[config.mk]
export PLATFORM = sky130hd
export DESIGN_NAME = tape_dma_datapath
export DESIGN_NICKNAME = d
export VERILOG_FILES = /design/src/rtl/tdp_pkg.sv /design/src/rtl/tdp_ctrl.sv /design/src/rtl/tdp_wr_path.sv /design/src/rtl/tdp_bus_drv.sv /design/src/rtl/tape_dma_datapath.sv
export SDC_FILE = /design/constraint.sdc
export NUM_CORES = 1
export LEC_CHECK = 0
export CAP_MARGIN = 10
export CORE_MARGIN = 5
export CORE_UTILIZATION = 25
export DETAILED_ROUTE_END_ITERATION = 7
export PLACE_DENSITY = 0.72
export SLEW_MARGIN = 20
export SYNTH_ARGS = -nofsm -noshare
export SYNTH_HDL_FRONTEND = slang
export SYNTH_SLANG_ARGS = --single-unit
export TNS_END_PERCENT = 30
[constraint.sdc]
create_clock -name clk -period 1.55 [get_ports clk]
set_input_delay 0.31 -clock clk [delete_from_list [all_inputs] [get_ports clk]]
set_output_delay 0.31 -clock clk [all_outputs]
set_load 0.03 [all_outputs]
[src/rtl/tdp_pkg.sv]
package tdp_pkg;
  typedef enum logic {
    MODE_READ  = 1'b0,
    MODE_WRITE = 1'b1
  } tdp_mode_e;
endpackage

[src/rtl/tdp_ctrl.sv]
module tdp_ctrl
  import tdp_pkg::*;
(
  input  logic clk,
  input  logic rst_n,
  input  logic ctrl_load,
  input  logic ctrl_write_mode,
  input  logic end_blk,
  input  logic load,
  input  logic accept,
  output logic mode_wr,
  output logic wr_busy,
  output logic irq_pend
);
  tdp_mode_e mode_q;
  logic      busy_q;
  logic      irq_q;

  always_ff @(posedge clk or negedge rst_n) begin
    if (!rst_n) begin
      mode_q <= MODE_READ;
      busy_q <= 1'b0;
      irq_q  <= 1'b0;
    end else begin
      if (ctrl_load) begin
        mode_q <= ctrl_write_mode ? MODE_WRITE : MODE_READ;
        busy_q <= ctrl_write_mode;
        irq_q  <= 1'b0;
      end else begin
        if (end_blk) begin
          busy_q <= 1'b0;
          irq_q  <= 1'b1;
        end else if (load) begin
          busy_q <= 1'b0;
        end else if (accept && mode_q == MODE_WRITE && !irq_q) begin
          busy_q <= 1'b1;
        end
      end
    end
  end

  assign mode_wr  = (mode_q == MODE_WRITE);
  assign wr_busy  = busy_q;
  assign irq_pend = irq_q;

  // end of block disarms the write path and raises the interrupt
  assert_end_irq_R8: assert property (@(posedge clk) disable iff (!rst_n)
    (end_blk && !ctrl_load) |=> (!wr_busy && irq_pend));

  // a completed load leaves the write flag cleared
  assert_load_clears_busy_R3: assert property (@(posedge clk) disable iff (!rst_n)
    (load && !ctrl_load) |=> !wr_busy);
endmodule

[src/rtl/tdp_wr_path.sv]
module tdp_wr_path #(
  parameter int BUS_W  = 16,
  parameter int BYTE_W = 8
) (
  input  logic              clk,
  input  logic              rst_n,
  input  logic              load,
  input  logic              clr_ovr,
  input  logic [BUS_W-1:0]  bus_in_n,
  input  logic              fmt_ready,
  output logic [BYTE_W-1:0] fmt_data,
  output logic              fmt_valid,
  output logic              accept,
  output logic              ovr
);
  logic [BYTE_W-1:0] byte_q;
  logic              valid_q;
  logic              ovr_q;

  assign accept = valid_q && fmt_ready;

  always_ff @(posedge clk or negedge rst_n) begin
    if (!rst_n) begin
      byte_q  <= '0;
      valid_q <= 1'b0;
      ovr_q   <= 1'b0;
    end else begin
      if (load) begin
        byte_q  <= ~bus_in_n[BYTE_W-1:0];
        valid_q <= 1'b1;
      end else if (accept) begin
        valid_q <= 1'b0;
      end
      if (clr_ovr)
        ovr_q <= 1'b0;
      else if (load && valid_q && !fmt_ready)
        ovr_q <= 1'b1;
    end
  end

  assign fmt_data  = byte_q;
  assign fmt_valid = valid_q;
  assign ovr       = ovr_q;

  // a load presents a valid byte at the next edge
  assert_load_valid_R3: assert property (@(posedge clk) disable iff (!rst_n)
    load |=> fmt_valid);

  // a stalled byte is held stable
  assert_hold_stable_R5: assert property (@(posedge clk) disable iff (!rst_n)
    (fmt_valid && !fmt_ready && !load) |=> (fmt_valid && $stable(fmt_data)));

  // overrun only rises after a load onto a pending byte
  assert_overrun_cause_R6: assert property (@(posedge clk) disable iff (!rst_n)
    $rose(ovr) |-> $past(load && fmt_valid && !fmt_ready));
endmodule

[src/rtl/tdp_bus_drv.sv]
module tdp_bus_drv #(
  parameter int              BUS_W   = 16,
  parameter int              N_STB   = 3,
  parameter int              DEV_W   = 8,
  parameter logic [DEV_W-1:0] DEV_NUM = 8'h17
) (
  input  logic             clk,
  input  logic             rst_n,
  input  logic             read_en,
  input  logic             ack_en,
  input  logic             capture,
  input  logic [BUS_W-1:0] rd_data,
  output logic [N_STB-1:0] strobe,
  output logic [BUS_W-1:0] dout_n
);
  localparam int PAD_W = BUS_W - DEV_W;
  localparam logic [BUS_W-1:0] DEV_WORD = {{PAD_W{1'b0}}, DEV_NUM};

  logic             drive_en;
  logic [BUS_W-1:0] word;

  assign drive_en = (read_en || ack_en) && !capture;

  always_comb begin
    if (ack_en)       word = DEV_WORD;
    else if (read_en) word = rd_data;
    else              word = '0;
  end

  for (genvar s = 0; s < N_STB; s++) begin : g_stb
    assign strobe[s] = drive_en;
  end

  assign dout_n = drive_en ? ~word : '1;

  // no drive in a capture cycle
  assert_no_drive_on_capture_R10: assert property (@(posedge clk) disable iff (!rst_n)
    capture |-> (strobe == '0));

  // strobes move together
  assert_strobes_equal_R10: assert property (@(posedge clk) disable iff (!rst_n)
    (strobe == '0) || (strobe == '1));

  // acknowledge drives the device number
  assert_ack_devnum_R9: assert property (@(posedge clk) disable iff (!rst_n)
    (ack_en && !capture) |-> (dout_n == ~DEV_WORD));
endmodule

[src/rtl/tape_dma_datapath.sv]
module tape_dma_datapath
  import tdp_pkg::*;
#(
  parameter int              BUS_W   = 16,
  parameter int              BYTE_W  = 8,
  parameter int              N_STB   = 3,
  parameter logic [BYTE_W-1:0] DEV_NUM = 8'h17
) (
  input  logic              clk,
  input  logic              rst_n,
  input  logic              ctrl_load,
  input  logic              ctrl_write_mode,
  input  logic              bus_own_n,
  input  logic              xfer_done,
  input  logic              blk_end_n,
  input  logic [BUS_W-1:0]  bus_din_n,
  output logic [BUS_W-1:0]  bus_dout_n,
  output logic [N_STB-1:0]  bus_strobe,
  output logic              word_req,
  output logic              write_armed,
  output logic              fmt_out_valid,
  input  logic              fmt_out_ready,
  output logic [BYTE_W-1:0] fmt_out_data,
  input  logic              fmt_in_valid,
  output logic              fmt_in_ready,
  input  logic [BUS_W-1:0]  fmt_in_data,
  output logic              irq_req,
  input  logic              irq_ack,
  output logic              overrun
);
  logic own, end_blk, load, accept, mode_wr, wr_busy, irq_pend, read_en, ack_en;

  assign own     = ~bus_own_n;
  assign end_blk = ~blk_end_n;
  assign load    = xfer_done && own && wr_busy && mode_wr && !end_blk;
  assign read_en = own && !mode_wr && fmt_in_valid && !irq_pend && !end_blk;
  assign ack_en  = irq_pend && irq_ack;

  tdp_ctrl u_ctrl (
    .clk            (clk),
    .rst_n          (rst_n),
    .ctrl_load      (ctrl_load),
    .ctrl_write_mode(ctrl_write_mode),
    .end_blk        (end_blk),
    .load           (load),
    .accept         (accept),
    .mode_wr        (mode_wr),
    .wr_busy        (wr_busy),
    .irq_pend       (irq_pend)
  );

  tdp_wr_path #(.BUS_W(BUS_W), .BYTE_W(BYTE_W)) u_wr (
    .clk      (clk),
    .rst_n    (rst_n),
    .load     (load),
    .clr_ovr  (ctrl_load),
    .bus_in_n (bus_din_n),
    .fmt_ready(fmt_out_ready),
    .fmt_data (fmt_out_data),
    .fmt_valid(fmt_out_valid),
    .accept   (accept),
    .ovr      (overrun)
  );

  tdp_bus_drv #(.BUS_W(BUS_W), .N_STB(N_STB), .DEV_W(BYTE_W), .DEV_NUM(DEV_NUM)) u_drv (
    .clk    (clk),
    .rst_n  (rst_n),
    .read_en(read_en),
    .ack_en (ack_en),
    .capture(load),
    .rd_data(fmt_in_data),
    .strobe (bus_strobe),
    .dout_n (bus_dout_n)
  );

  assign word_req     = wr_busy && own && !end_blk;
  assign write_armed  = wr_busy;
  assign fmt_in_ready = read_en && xfer_done;
  assign irq_req      = irq_pend;

  // no request and no data strobes without bus ownership
  assert_no_req_unowned_R11: assert property (@(posedge clk) disable iff (!rst_n)
    bus_own_n |-> (!word_req && (irq_ack || bus_strobe == '0)));

  // read handshake only completes on a bus transfer
  assert_read_ready_R7: assert property (@(posedge clk) disable iff (!rst_n)
    fmt_in_ready |-> (xfer_done && bus_strobe == '1));
endmodule

==> After elaboration in Yosys (flattened, before gate mapping) <==
Index checks and enable logic that the tools add are counted.
{ "op_classes": {"n_eq_ne": 2, "mux": 14, "bitwise": 3, "n_reduce_logical": 25} }
{ "ops": {"columns": ["cell", "n"], "rows": [
  ["2-to-1 mux 16 bit", 3],
  ["logical AND 1 bit", 18],
  ["inverter 16 bit", 1],
  ["2-to-1 mux 1 bit", 11],
  ["inverter 8 bit", 1],
  ["zero test 1 bit", 4],
  ["!= test 4 x 2 -> 1 bit, second input constant", 1],
  ["nonzero test 2 bit", 2],
  ["!= test 2 bit, second input constant", 1],
  ["logical OR 1 bit", 1],
  ["inverter 1 bit", 1]
]} }
{ "totals": {"regBits": 13, "in_bits": 42, "output_inout_bits": 33, "wordCells": 50} }

==> Longest topological paths before layout <==
Gate-level depths: netlist of run 1.
{ "logic_depth": {"word_depth": 9, "ltp_mapped": 5} }

==> Cells and area by module <==
From an unflattened synthesis of run 1, not the netlist that was laid out.
{ "hier_totals": {"cells_unflattened": 80, "area_unflattened_um2": 720.7} }
{ "by_module_without_submodules": {"columns": ["mod", "instances", "cells_per_inst", "area_each_um2"], "rows": [
  ["tdp_wr_path", 1, 33, 407.9],
  ["tdp_bus_drv", 1, 27, 143.9],
  ["tdp_ctrl", 1, 12, 121.4],
  ["tape_dma_datapath", 1, 8, 47.5]
]} }

==> Worst setup path after synthesis of run 1 <==
No wires, ideal clock.
{ "synth_path": {"kind": "register -> output", "start": "register u_ctrl.irq_q, in the netlist u_ctrl.irq_pend", "end": "output port bus_dout_n[2]", "arrival_ps": 1537, "path_slack_ps": -297, "stages_incl_launch_ff": 4, "n_path_buf": 0, "path_cell_list": "dfrtp_1 -> nor2_1 -> and4_1 -> o21ai_0"} }
{ "synth_between": {"elab_chain_cells": 7, "elab_cells_between_ends": 10, "classes_between": "3 x mux; 1 x bitwise; 6 x reduce/logical"} }
{ "synth_rtl": {"columns": ["element", "line", "text"], "rows": [
  ["from (decl)", "tdp_ctrl.sv:17", "logic irq_q;"],
  ["from (signal assigned)", "tdp_ctrl.sv:23", "irq_q <= 1'b0;"],
  ["from (signal assigned)", "tdp_ctrl.sv:28", "irq_q <= 1'b0;"],
  ["from (signal assigned)", "tdp_ctrl.sv:32", "irq_q <= 1'b1;"],
  ["zero test 1 bit", "tape_dma_datapath.sv:36", "assign read_en = own && !mode_wr && fmt_in_valid && !irq_pend && !end_blk;"],
  ["logical AND 1 bit (2 in series)", "tape_dma_datapath.sv:36", null],
  ["2-to-1 mux 16 bit", "tdp_bus_drv.sv:26", "else if (read_en) word = rd_data;"],
  ["2-to-1 mux 16 bit", "tdp_bus_drv.sv:25", "if (ack_en) word = DEV_WORD;"],
  ["inverter 16 bit", "tdp_bus_drv.sv:34", "assign dout_n = drive_en ? ~word : '1;"],
  ["2-to-1 mux 16 bit *", "tdp_bus_drv.sv:34", null],
  ["to (decl)", "tape_dma_datapath.sv:17", "output logic [BUS_W-1:0] bus_dout_n,"]
]} }
Mark *: on every way between the ends. The rest lies on a longest branch, timed or not.

==> Worst setup path after layout of run 1 <==
{ "layout_path": {"start": "register u_ctrl.irq_q, in the netlist u_ctrl.irq_pend", "end": "output port bus_dout_n[10]"} }
Same word-level chain as after synthesis.

==> impl_results.md, run 1 <==
* Final Non-Filler Cells at approximately 190
* Total wire length at ~2700 µm
* CTS buffer count at 3
* Filler cells at 235
* Power Dens Cells at approximately 700 nW/µm²
* Maxcap violations at 0
* Final Cycle Share at 1.096
* Routed len/inst at 14.24 µm
* Top FF cell, synth: dfrtp_1
* Mapped Area at 718.2 µm²
* GRT overflow at 0
* Worst min path class: in -> async
* Syn-to-layout area delta at 123.5%
* Asr flop ratio synth at 1.000
* Slew Limit Fails at 0
* Leakage power total at 0.0008100 µW
* Worst EP required at 1240 ps
* Register Area at 326.6 µm²
* Ports at 75
* Inserted Diodes at 0
* Iteration count of the initial detailed-routing pass at 4
* Final setup viols at 20
* # rows at 19
* Vias post-DR at ~870
* Die area at 4045 µm²
* Synthesized area per cell at 9.576 µm²
* Die Span X at between 60 and 70 µm
* Synth warn at 0
* Chip height at around 64 µm
* Critical Path Fanout Max at 6
* Antenna violations before repair at 0
* Area of the multi-input gates at about 360 µm²
* Reg clk slew, reported paths at 90 ps
* Post-synth top area share at 0.4530
* Worst Skew at 7.071 ps
* Largest net degree at the start of global routing at 14
* Clock sink count at 13
* Met3 GRT Util at 0.06217
* Commonest cells in the netlist: nand2_1, dfrtp_1, inv_1
* Status: finished with violations
* Most numerous cell in the Yosys netlist: nand2_1
* # port buffers at 66
* Number of nets in the layout at 199
* Top Usage Layer GRT: met2
* Vias in the first global route at 936
* Starting Density at 0.2604
* Netlist cell types at 21
* Post-route antenna net violation count at 0
* Failing checks: negative setup slack
* GR Util met2 at 0.2424
* Placeable Area at between 2000 and 3000 µm²
* Hold Slack at ~400 ps
* RSZ-0062 raised after global routing: yes
* Fmax at 588.8 MHz
* Post-synthesis sequential area ratio at 0.4530
* Final Util at 0.5821
* Syn nets at 117
* CP arrival at 1390 ps
* Iter 0 DRT Violations at 32
* CP Capture Type: output port
* Final min period at 1698 ps
* Largest area contributor in the netlist: dfrtp_1
* Via/cell ratio at 4.631
* Max_slew headroom at 0.6081
* Startpoint Class: flop
* First-pass GRT wire length at around 4500 µm
* #FFs+latches synth at 13
* GRT Total Usage at 0.1372
* Worst-skew pair later-pin latency at 280 ps
* Deepest clock path buffer count at 2
* Share of cells above drive strength 1 at 0.3846
* PnR worst setup slack at -148.3 ps
* # placed instances at 179
* Synth top area cells: dfrtp_1, mux2i_1, nand2_1, inv_1, buf_4
* CTS tree: done
* Worst-Margin Slew at between 500 and 600 ps
* CTS root buf: clkbuf_4
* Cells after Synth at 75
* HPWL after DPL at 2132 µm
* Design Power at approximately 1100 µW
* Final Hold Viols at 0
* Routability congestion estimate at 0.6895
* Setup Crit Path Kind: reg -> out
* DRC at 0
* Met1 GRT Util at 0.1447
* Htree depth at 1
* Worst IR drop on VDD at a little over 0.6 mV
* Number of enable flip-flop cells after synthesis at 0
==> registers in the layout, summed over array words and instances, names as in the netlist <==
| name | count |
|---|---|
| u_wr.fmt_data | 8 |
| u_ctrl.irq_pend | 1 |
| u_ctrl.mode_wr | 1 |
| u_ctrl.wr_busy | 1 |
| u_wr.fmt_valid | 1 |
| u_wr.ovr | 1 |
==> path summary, 6_finish.rpt <==
check,from,to,slack [ps],cells past startpoint
setup / recovery,u_ctrl.irq_pend,bus_dout_n[10],-150,5
hold / removal,rst_n,u_wr.fmt_data[5],390,1
setup reg to reg,u_ctrl.mode_wr,u_wr.ovr,140,6
hold reg to reg,u_wr.ovr,u_wr.ovr,500,2
max in group asynchronous,rst_n,u_ctrl.irq_pend,740,1
min in group clk,blk_end_n,u_ctrl.irq_pend,420,3
==> through the flow <==
| stage | setup slack [ps] | instance area (µm²) | TNS (ps) |
|---|---|---|---|
| detailed placement | -432.9 | 1436 | -9879 |
| global route | -233.2 | 1605 | -3990 |
| CTS | -201.0 | 1578 | -3081 |
| global placement | -381.0 | 1436 | -8919 |
| finish | -148.3 | 1605 | -2469 |
| floorplan | -36.09 | 728.2 | -371.1 |
==> per-layer routing <==
metal / wire length, µm / vias to the layer above
met3: 337 / 0
met2: 1311 / 54
met1: 1015 / 403
met4: 0 / 0
met5: 0 / -
li1: - / 409
==> cells in the final DEF (no fill, tap or decap), drive strengths merged, types with 2 or more instances in the layout <==
cell type	n
dfrtp	13
buf	37
clkbuf	3
dlygate4sd2	13
clkdlybuf4s50	31
inv	10
nand2b	2
a41o	2
o21ai	4
and2	3
mux2i	8
nand2	16
and4	2
==> critical path, stage by stage, from the launching register on <==
cell and delay [ps]:
dfrtp_2 450, nor2_2 100, and3_4 230, buf_6 130, nand2_2 60, buf_6 140
==> power by group <==
group	internal, µW	switching [µW]	total, µW
logic	226	267	493
clock network	95.7	117	212
registers	394	30.0	424
total	716	414	1130
==> timing repair <==
item / 4_1_cts / 5_1_grt
hold buffers: 0 / 0
pin swaps: 10 / 3
setup endpoints to repair: 33 / 21
buffers inserted: 2 / 1
cloned: 1 / 0
gates resized for setup: 46 / 9
==> area by class of cell <==
class                      count  share of cell area
sequential                    13              0.2034
inverter                      10             0.02338
timing repair buffer          82              0.5051
multi-input combinational     47              0.2268
clock buffer                   3             0.01403
clock inverter                 1            0.003118
tap                           31             0.02416
==> logic make-up (layout without fill, tap and decap cells) <==
group	Yosys count	after routing	share of synthesized area
AND/OR/NAND/NOR	29	29	0.2300
buffers and inverters	15	96	0.1098
multiplexers	8	8	0.1115
AO/OA/AOI/OAI	10	10	0.09582
flip-flops	13	13	0.4530
(Power assumes the default switching activity.)
==> run 2, diff against run 1 <==
==> constraint.sdc (replaced) <==
create_clock -name clk -period 1.55 [get_ports clk]
set_input_delay 0.31 -clock clk [delete_from_list [all_inputs] [get_ports clk]]
set_output_delay 0.31 -clock clk [all_outputs]
set_load 0.005 [all_outputs]
==> run 2 against run 1 <==
Net effect: hold slack gained 8.0 ps; total power down 12%; clock-buffer cell count grew 1; critical path depth is the same; the run still ends with negative setup slack left.
==> impl_results.md, run 2 (same netlist as run 1, synthesis figures left out) <==
* # port buffers at 66 (unchanged)
* Met1 GRT Util at 0.1391 (-0.005578)
* Max reg flops at 8 (unchanged)
* Worst Skew at 1.563 ps (-5.508 ps)
* Iter 0 DRT Violations at 22 (-31%)
* Critical Path Fanout Max at 5 (-1)
* CTS buffer count at 3 (unchanged)
* Inserted Diodes at 0 (unchanged)
* Final min period at 1650 ps (-48.05 ps)
* Worst slack at placement at -908.6 ps (-475.6 ps)
* Met3 GRT Util at 0.05861 (-0.003552)
* Max_slew headroom at 0.6185 (+0.01040)
* RSZ-0062 raised after global routing: yes
* Iteration count of the initial detailed-routing pass at 3 (-1)
* Placeable Area at 2758 µm² (unchanged)
* Die Span X at 63.60 µm (unchanged)
* Clock sink count at 13 (unchanged)
* Die area at 4045 µm² (unchanged)
* Worst-Margin Slew at 570.4 ps (-15.56 ps)
* Post-route antenna net violation count at 0 (unchanged)
* GRT Total Usage at 0.1331 (-0.004097)
* Number of nets in the layout at 199 (unchanged)
* Final Util at 0.5485 (-0.03357)
* First-pass GRT wire length at 4395 µm (-3.0%)
* Starting Density at 0.2604 (unchanged)
* Filler cells at 271 (+15%)
* Final setup viols at 17 (-15%)
* Maxcap violations at 0 (unchanged)
* Status: finished with violations
* DRC at 0 (unchanged)
* Design Area, Final at 1513 µm² (-5.8%)
* Vias in the first global route at 971 (+3.7%)
* Via/cell ratio at 4.658 (+0.58%)
* CTS root buf: clkbuf_4
* Worst-skew pair later-pin latency at 270 ps (about the same)
* Final Cycle Share at 1.065 (-0.03100)
* Routability congestion estimate at 0.7587 (+10%)
* Worst EP required at 1240 ps (about the same)
* CTS tree: done
* Largest net degree at the start of global routing at 14 (unchanged)
* Htree depth at 1 (unchanged)
* # hold bufs at CTS at 0 (unchanged)
* Final Non-Filler Cells at 187 (unchanged)
* Worst min path class: in -> async
* # rows at 19 (unchanged)
* Reg clk slew, reported paths at 80 ps (about the same)
* Total wire length at 2761 µm (+3.7%)
* Worst IR drop on VDD at 0.5935 mV (-1.6%)
* Power Dens Cells at 660.5 nW/µm² (-6.1%)
* CP arrival at 1340 ps (-50 ps)
* Antenna violations before repair at 0 (unchanged)
* # placed instances at 176 (-1.7%)
* Deepest clock path buffer count at 2 (unchanged)
* GRT overflow at 0 (unchanged)
* Share of cells above drive strength 1 at 0.3462 (-0.03846)
* GR Util met2 at 0.2373 (-0.005076)
* CP Capture Type: output port
* Top Usage Layer GRT: met2
* Leakage power total at 0.0007561 µW (-6.7%)
* PnR worst setup slack at -100.2 ps (+48.06 ps)
* Syn-to-layout area delta at 110.6%
* Ports at 75 (unchanged)
* Cell Area, Placed at 1444 µm² (+0.52%)
* Most common cell after layout, fill and taps aside: clkdlybuf4s50_1
* Fmax at 606.0 MHz (+2.9%)
* Final Hold Viols at 0 (unchanged)
* Failing checks: negative setup slack
* Setup Crit Path Kind: reg -> out
* Startpoint Class: flop
* Chip height at 63.60 µm (unchanged)
* Hold Slack at 402.9 ps (+8.044 ps)
* Commonest non-fill, non-tap cells in the layout: clkdlybuf4s50_1, buf_2, dfrtp_1
* Slew Limit Fails at 0 (unchanged)
* HPWL after DPL at 2135 µm (+0.14%)
* Routed len/inst at 14.76 µm (+3.7%)
* Vias post-DR at 871 (+0.58%)
run 2: changes by cell type in the layout (fill, tap and decap cells not counted), sizes merged:
| cell | delta |
|---|---|
| and3 | +1 |
| buf | -5 |
| clkbuf | +5 |
| clkdlybuf4s15 | +1 |
| clkdlybuf4s50 | +8 |
| clkinv | -1 |
| dlygate4sd2 | -9 |
run 2: where the power goes:
part | total (µW) | switching, µW | internal, µW
registers | 428 | 34.0 | 394
logic | 366 | 125 | 242
clock network | 205 | 105 | 99.5
run 2: final timing paths:
path	endpoint	slack (ps)	from	cells after the start
worst max-delay path	bus_dout_n[0]	-100	u_ctrl.irq_pend	5
worst min-delay path	u_wr.fmt_data[4]	400	rst_n	1
worst max register to register	u_wr.ovr	100	u_ctrl.mode_wr	7
worst min register to register	u_wr.ovr	520	u_wr.ovr	2
max in group asynchronous	u_wr.fmt_data[3]	770	rst_n	1
min in group clk	u_ctrl.irq_pend	430	blk_end_n	3
run 2: worst max-delay path, cell delays in order, from the launching register on:
cell and delay, ps:
dfrtp_1 420, buf_6 130, and2_4 150, a41o_1 220
nand2_1 50, buf_2 100
run 2: cell type report:
type	count	area, µm²	share of cell area
multi-input cells	48	366.6	0.2423
clock buffers	4	26.28	0.01737
inverters	10	37.54	0.02481
repair buffers	81	718.2	0.4748
flip-flops and latches	13	325.3	0.2151
well taps	31	38.79	0.02564
run 2: routing by layer:
metal | vias to the layer above | wire, µm | part of all wire
li1 | 411 | - | -
met5 | - | 0 | 0
met3 | 2 | 322 | 0.12
met4 | 0 | 31 | 0.011
met1 | 400 | 1089 | 0.39
met2 | 58 | 1318 | 0.48
run 2: repair_timing:
action | in CTS | in global routing
buffers inserted | 6 | 0
cloned | 1 | 0
endpoints found under the setup margin | 23 | 22
pin swaps | 18 | 6
resized for setup | 104 | 13
run 2: through the flow:
step	setup TNS, ps	power, µW
2_1_floorplan	0	525.3
3_3_place_gp	-16220	787.5
3_5_place_dp	-17650	798.6
4_1_cts	-1559	1006
5_1_grt	-2119	1064
6_report	-1058	999.1
